[src/rtl/mm_pkg.sv]
package mm_pkg;
  localparam int ADDR_W  = 16;
  localparam int WIN_W   = 2;
  localparam int NWIN    = 1 << WIN_W;
  localparam int OFS_W   = ADDR_W - WIN_W;
  localparam int PAGE_W  = 3;
  localparam int CFG_W   = 3;
  localparam int BANK_W  = 2;
  localparam int CMD_W   = 8;
  localparam int UPPER_OFF_BIT = 3;
  localparam int LOWER_OFF_BIT = 2;

  typedef enum logic [1:0] {CMD_NONE, CMD_ROMCTL, CMD_MAP} cmd_kind_e;

  typedef struct packed {
    logic [PAGE_W-1:0] page;
    logic [CFG_W-1:0]  cfg;
  } map_reg_t;

  typedef struct packed {
    logic              ext;
    logic [PAGE_W-1:0] page;
    logic [BANK_W-1:0] bank;
  } phys_bank_t;

  function automatic cmd_kind_e classify(logic [CMD_W-1:0] c);
    if (c[7:6] == 2'b11) return CMD_MAP;
    if (c[7:5] == 3'b100) return CMD_ROMCTL;
    return CMD_NONE;
  endfunction

  function automatic phys_bank_t window_target(map_reg_t m, logic [WIN_W-1:0] win);
    phys_bank_t t;
    t.ext  = 1'b0;
    t.page = '0;
    t.bank = win;
    case (m.cfg)
      3'd1: if (win == 2'd3) t = '{1'b1, m.page, 2'd3};
      3'd2: t = '{1'b1, m.page, win};
      3'd3: begin
        if (win == 2'd1) t.bank = 2'd3;
        else if (win == 2'd3) t = '{1'b1, m.page, 2'd3};
      end
      3'd4, 3'd5, 3'd6, 3'd7: if (win == 2'd1) t = '{1'b1, m.page, m.cfg[1:0]};
      default: ;
    endcase
    return t;
  endfunction
endpackage

[src/rtl/mm_cmd_regs.sv]
module mm_cmd_regs
  import mm_pkg::*;
#(
  parameter int ROMID_W = 8
) (
  input  logic               clk,
  input  logic               rst_n,
  input  logic               cmd_wr,
  input  logic [CMD_W-1:0]   cmd_data,
  input  logic               sel_wr,
  input  logic [ROMID_W-1:0] sel_data,
  output map_reg_t           map_q,
  output logic               upper_en,
  output logic               lower_en,
  output logic [ROMID_W-1:0] sel_q
);
  cmd_kind_e kind;
  logic      map_load_ev;
  logic      rom_load_ev;

  assign kind        = classify(cmd_data);
  assign map_load_ev = cmd_wr && (kind == CMD_MAP);
  assign rom_load_ev = cmd_wr && (kind == CMD_ROMCTL);

  always_ff @(posedge clk) begin
    if (!rst_n) begin
      map_q    <= '0;
      upper_en <= 1'b1;
      lower_en <= 1'b1;
      sel_q    <= '0;
    end else begin
      if (map_load_ev) map_q <= map_reg_t'(cmd_data[PAGE_W+CFG_W-1:0]);
      if (rom_load_ev) begin
        upper_en <= ~cmd_data[UPPER_OFF_BIT];
        lower_en <= ~cmd_data[LOWER_OFF_BIT];
      end
      if (sel_wr) sel_q <= sel_data;
    end
  end

  assert_map_load_R1: assert property (@(posedge clk) disable iff (!rst_n)
    map_load_ev |=> map_q == $past(cmd_data[5:0]));
  assert_map_hold_R1: assert property (@(posedge clk) disable iff (!rst_n)
    !map_load_ev |=> $stable(map_q));
  assert_rom_ctl_R7: assert property (@(posedge clk) disable iff (!rst_n)
    rom_load_ev |=> (upper_en == !$past(cmd_data[3])) && (lower_en == !$past(cmd_data[2])));
  assert_rom_hold_R7: assert property (@(posedge clk) disable iff (!rst_n)
    !rom_load_ev |=> $stable(upper_en) && $stable(lower_en));
  assert_sel_load_R8: assert property (@(posedge clk) disable iff (!rst_n)
    sel_wr |=> sel_q == $past(sel_data));
endmodule

[src/rtl/mm_bank_map.sv]
module mm_bank_map
  import mm_pkg::*;
(
  input  logic             clk,
  input  logic             rst_n,
  input  map_reg_t         map_q,
  input  logic [WIN_W-1:0] win,
  output phys_bank_t       tgt
);
  phys_bank_t win_tgt [NWIN];

  for (genvar w = 0; w < NWIN; w++) begin : g_win
    assign win_tgt[w] = window_target(map_q, WIN_W'(w));
  end

  assign tgt = win_tgt[win];

  assert_linear_R2: assert property (@(posedge clk) disable iff (!rst_n)
    map_q.cfg == 3'd0 |-> !tgt.ext && tgt.bank == win && tgt.page == '0);
  assert_top_ext_R3: assert property (@(posedge clk) disable iff (!rst_n)
    map_q.cfg == 3'd1 |-> tgt.ext == (win == 2'd3));
  assert_all_ext_R4: assert property (@(posedge clk) disable iff (!rst_n)
    map_q.cfg == 3'd2 |-> tgt.ext && tgt.page == map_q.page && tgt.bank == win);
  assert_swap_R5: assert property (@(posedge clk) disable iff (!rst_n)
    map_q.cfg == 3'd3 && win == 2'd1 |-> !tgt.ext && tgt.bank == 2'd3);
  assert_mid_only_R6: assert property (@(posedge clk) disable iff (!rst_n)
    map_q.cfg[2] && win != 2'd1 |-> !tgt.ext && tgt.bank == win);
endmodule

[src/rtl/mm_route.sv]
module mm_route
  import mm_pkg::*;
#(
  parameter int ROMID_W   = 8,
  parameter int UPPER_WIN = 3,
  parameter int LOWER_WIN = 0
) (
  input  logic               clk,
  input  logic               rst_n,
  input  logic [ADDR_W-1:0]  addr,
  input  logic               rd,
  input  logic               wr,
  input  logic               upper_en,
  input  logic               lower_en,
  input  logic [ROMID_W-1:0] sel_q,
  input  phys_bank_t         tgt,
  output logic               rom_cs,
  output logic               rom_upper,
  output logic [ROMID_W-1:0] rom_id,
  output logic               ram_cs,
  output logic               ram_we,
  output logic               ram_ext,
  output logic [PAGE_W-1:0]  ram_page,
  output logic [BANK_W-1:0]  ram_bank,
  output logic [OFS_W-1:0]   ram_offset
);
  logic [WIN_W-1:0] win;
  logic up_hit, lo_hit, rd_only;

  assign win     = addr[ADDR_W-1 -: WIN_W];
  assign up_hit  = upper_en && (win == WIN_W'(UPPER_WIN));
  assign lo_hit  = lower_en && (win == WIN_W'(LOWER_WIN));
  assign rd_only = rd && !wr;

  always_comb begin
    rom_cs     = rd_only && (up_hit || lo_hit);
    rom_upper  = rom_cs && up_hit;
    rom_id     = rom_upper ? sel_q : '0;
    ram_cs     = (rd || wr) && !rom_cs;
    ram_we     = ram_cs && wr;
    ram_ext    = tgt.ext;
    ram_page   = tgt.page;
    ram_bank   = tgt.bank;
    ram_offset = addr[OFS_W-1:0];
  end

  assert_write_ram_R9: assert property (@(posedge clk) disable iff (!rst_n)
    wr |-> !rom_cs && ram_cs && ram_we);
  assert_excl_R9: assert property (@(posedge clk) disable iff (!rst_n)
    $onehot0({rom_cs, ram_cs}));
  assert_idle_R11: assert property (@(posedge clk) disable iff (!rst_n)
    !rd && !wr |-> !rom_cs && !ram_cs && !ram_we);
  assert_upper_id_R8: assert property (@(posedge clk) disable iff (!rst_n)
    rom_cs && rom_upper |-> rom_id == sel_q);
endmodule

[src/rtl/mm_mapper.sv]
module mm_mapper
  import mm_pkg::*;
#(
  parameter int ROMID_W   = 8,
  parameter int UPPER_WIN = 3,
  parameter int LOWER_WIN = 0
) (
  input  logic               clk,
  input  logic               rst_n,
  input  logic [15:0]        cpu_addr,
  input  logic               cpu_rd,
  input  logic               cpu_wr,
  input  logic               cmd_wr,
  input  logic [7:0]         cmd_data,
  input  logic               romsel_wr,
  input  logic [ROMID_W-1:0] romsel_data,
  output logic               rom_cs,
  output logic               rom_upper,
  output logic [ROMID_W-1:0] rom_id,
  output logic               ram_cs,
  output logic               ram_we,
  output logic               ram_ext,
  output logic [2:0]         ram_page,
  output logic [1:0]         ram_bank,
  output logic [13:0]        ram_offset
);
  map_reg_t           map_q;
  logic               upper_en, lower_en;
  logic [ROMID_W-1:0] sel_q;
  phys_bank_t         tgt;
  logic [WIN_W-1:0]   cur_win;

  assign cur_win = cpu_addr[ADDR_W-1 -: WIN_W];

  mm_cmd_regs #(.ROMID_W(ROMID_W)) u_regs (
    .clk(clk), .rst_n(rst_n),
    .cmd_wr(cmd_wr), .cmd_data(cmd_data),
    .sel_wr(romsel_wr), .sel_data(romsel_data),
    .map_q(map_q), .upper_en(upper_en), .lower_en(lower_en), .sel_q(sel_q)
  );

  mm_bank_map u_map (
    .clk(clk), .rst_n(rst_n), .map_q(map_q), .win(cur_win), .tgt(tgt)
  );

  mm_route #(.ROMID_W(ROMID_W), .UPPER_WIN(UPPER_WIN), .LOWER_WIN(LOWER_WIN)) u_route (
    .clk(clk), .rst_n(rst_n),
    .addr(cpu_addr), .rd(cpu_rd), .wr(cpu_wr),
    .upper_en(upper_en), .lower_en(lower_en), .sel_q(sel_q), .tgt(tgt),
    .rom_cs(rom_cs), .rom_upper(rom_upper), .rom_id(rom_id),
    .ram_cs(ram_cs), .ram_we(ram_we), .ram_ext(ram_ext),
    .ram_page(ram_page), .ram_bank(ram_bank), .ram_offset(ram_offset)
  );
endmodule

[config.mk]
export PLATFORM = sky130hd
export DESIGN_NAME = mm_mapper
export DESIGN_NICKNAME = d
export VERILOG_FILES = /design/src/rtl/mm_pkg.sv /design/src/rtl/mm_cmd_regs.sv /design/src/rtl/mm_bank_map.sv /design/src/rtl/mm_route.sv /design/src/rtl/mm_mapper.sv
export SDC_FILE = /design/constraint.sdc
export NUM_CORES = 1
export LEC_CHECK = 0
export ABC_AREA = 1
export CAP_MARGIN = 20
export CORE_UTILIZATION = 35
export DETAILED_ROUTE_END_ITERATION = 10
export PLACE_DENSITY = 0.94
export SLEW_MARGIN = 20
export SYNTH_ARGS = -nofsm -noshare
export SYNTH_HDL_FRONTEND = slang
export SYNTH_SLANG_ARGS = --single-unit
[constraint.sdc]
create_clock -name clk -period 2.6 [get_ports clk]
set_clock_uncertainty 0.15 [all_clocks]
set_input_delay 0.65 -clock clk [delete_from_list [all_inputs] [get_ports clk]]
set_output_delay 0.65 -clock clk [all_outputs]
set_load 0.02 [all_outputs]
==> flow_summary.json <==
{
  "status": "finished clean",
  "wirelength_um": 1890,
  "yosysTopAreaCellShare": 0.3601,
  "rows": 17,
  "total_power_w": 0.0005310,
  "worst_pin_slew_ns": 0.4971,
  "relSlewSlack": 0.6676,
  "portBuffers": 41,
  "antenna_found_initial": 0,
  "post-cts-setup-buffer-count": 0,
  "endpoint_kind": "output pin",
  "clk_pin_slew_ns": 0.09,
  "vias": 856,
  "fin_area_mm2": 0.001196,
  "ys.warnings.count": 0,
  "setup_viol": 0,
  "coreArea_mm2": 0.002297,
  "cts_buffers": 3,
  "ir_drop_uv": 284.9,
  "drtAntennaViolNets": 0,
  "pre_cts_slack_ns": -0.4625,
  "crit_required_ns": 1.80,
  "cts-resized-gates": 43,
  "fin_crit_ns": 2.541,
  "seq_area_um2": 320.3,
  "worstPathArrival_ns": 1.74,
  "via_per_inst": 4.578,
  "hold_ws_ns": 0.3104,
  "drt_first_pass_iters": 4,
  "place_area_mm2": 0.001219,
  "syn-instance-count": 130,
  "mappedNetlistArea_um2": 889.6,
  "ctsLongestPathBuffers": 2,
  "final_cell_mix": "23 x clkdlybuf4s50_1, 21 x inv_1, 18 x nand2_1, 18 x nor2_1, 16 x dfxtp_1",
  "dpl.hpwl_um": 1449,
  "insertedDiodeCount": 0,
  "cts_tree": "built",
  "synth_top_area_cell": "dfxtp_1",
  "die_w_um": 52.42,
  "ys_types": 16,
  "synth_seq_area_share": 0.3601,
  "routedWlPerCell_um": 10.11,
  "grt_pass1_vias": 736,
  "multi_input_area_um2": 362.8,
  "h-tree-depth": 1,
  "cts_hold_buffers": 0,
  "insertion_delay_ns": 0.28,
  "cts.sinks": 16,
  "ys_ff_latch": 16,
  "dieArea_mm2": 0.002747,
  "power.density_mw_per_mm2": 444.0,
  "drc": 0,
  "max_freq_mhz": 393.5,
  "grt.busiest_layer": "met2",
  "area_delta_synth_final_pct": 34.46,
  "p_leak_nw": 0.5719,
  "syn_nets": 168,
  "met2_usage": 0.2489,
  "clock-root-buffer": "clkbuf_4",
  "worstPathMaxFanout": 4,
  "drive_gt1_frac": 0.1258,
  "place.gp.congestion": 0.7481,
  "grt_overflow": 0,
  "die_h_um": 52.42,
  "rsz0062_at_grt": "no",
  "grt_pass1_wl_um": 2980,
  "layout_commonest_cell": "clkdlybuf4s50_1",
  "min_period_over_period": 0.9775,
  "synth_area_leaders": "dfxtp_1 36%, buf_4 14%, inv_1 8.9%, a21oi_1 7.9%, nand2_1 7.6%",
  "final_nets": 198,
  "groute.usage.overall": 0.1499,
  "avgSynthCellArea_um2": 6.843,
  "initial_core_util": 0.3873,
  "final_core_util": 0.5207,
  "critPathLaunchType": "primary input",
  "hold_violations": 0,
  "drtIter0Drc": 11,
  "grt_max_degree": 17,
  "fin_ws_ns": 0.05857,
  "hold_path.class": "reg2reg",
  "fillCellCount": 237,
  "grt_use_met1": 0.1696,
  "grt_use_met3": 0.04058,
  "drv_slew": 0,
  "cap_violations": 0,
  "io_pins": 70,
  "critPathKind": "in2out"
}
-- worst paths after layout --
| path | start | to | slack (ns) | cells past startpoint |
|---|---|---|---|---|
| worst min-delay path | u_regs.sel_q[4] | u_regs.sel_q[4] | 0.31 | 2 |
| worst min register to register | u_regs.sel_q[4] | u_regs.sel_q[4] | 0.31 | 2 |
| worst max-delay path | cpu_addr[15] | ram_bank[0] | 0.06 | 4 |
| worst max register to register | u_regs.map_q[2] | u_regs.map_q[2] | 1.76 | 4 |
-- flip-flops by register name, indices dropped and copies added, names as in the netlist --
name and cells:
u_regs.sel_q 8, u_regs.upper_en 1, u_regs.lower_en 1, u_regs.map_q 6
-- power by group --
| part | switching [W] | internal, W | total (W) |
|---|---|---|---|
| clock network | 0.0000738 | 0.0000851 | 0.000159 |
| logic | 0.0000547 | 0.0000534 | 0.000108 |
| registers | 0.00000513 | 0.000259 | 0.000264 |
| total | 0.000134 | 0.000397 | 0.000531 |
-- metrics by stage --
step           cells  TNS, ns
6_report         187        0
4_1_cts          187        0
5_1_grt          187        0
3_3_place_gp     183   -6.272
3_5_place_dp     183   -6.511
2_1_floorplan    130        0
-- kinds of logic (layout without fill, tap and decap cells) --
family	after synthesis	count (layout)	synth area share
AOI/OAI and AO/OA	26	26	0.1491
buffers and inverters	39	68	0.2321
DFF	16	16	0.3601
and+or+nand+nor	49	49	0.2588
-- routing by layer --
layer / vias up / routed length, µm / share of wire
li1: 455 / - / -
met1: 380 / 828 / 0.44
met2: 19 / 953 / 0.50
met3: 2 / 81 / 0.043
met4: 0 / 27 / 0.014
met5: - / 0 / 0
-- layout make-up --
class / count / area share
Tap cell: 28 / 0.02929
Sequential cell: 16 / 0.2678
Clock buffer: 4 / 0.03033
Timing Repair Buffer: 42 / 0.3002
Multi-Input combinational cell: 75 / 0.3033
Inverter: 22 / 0.06904
-- Yosys cell counts (all sizes together) --
cell / instances
a21oi: 14
buf: 16
clkbuf: 1
dfxtp: 16
inv: 22
nand2: 18
nand3: 7
nand4: 4
nor2: 20
o21ai: 11
o31ai: 1
-- worst max-delay path, stage by stage --
cell             delay (ns)
dlygate4sd2_1          0.27
o31ai_1                0.23
inv_1                  0.06
clkdlybuf4s50_1        0.53
No activity file was read; power rests on OpenSTA's default activity.
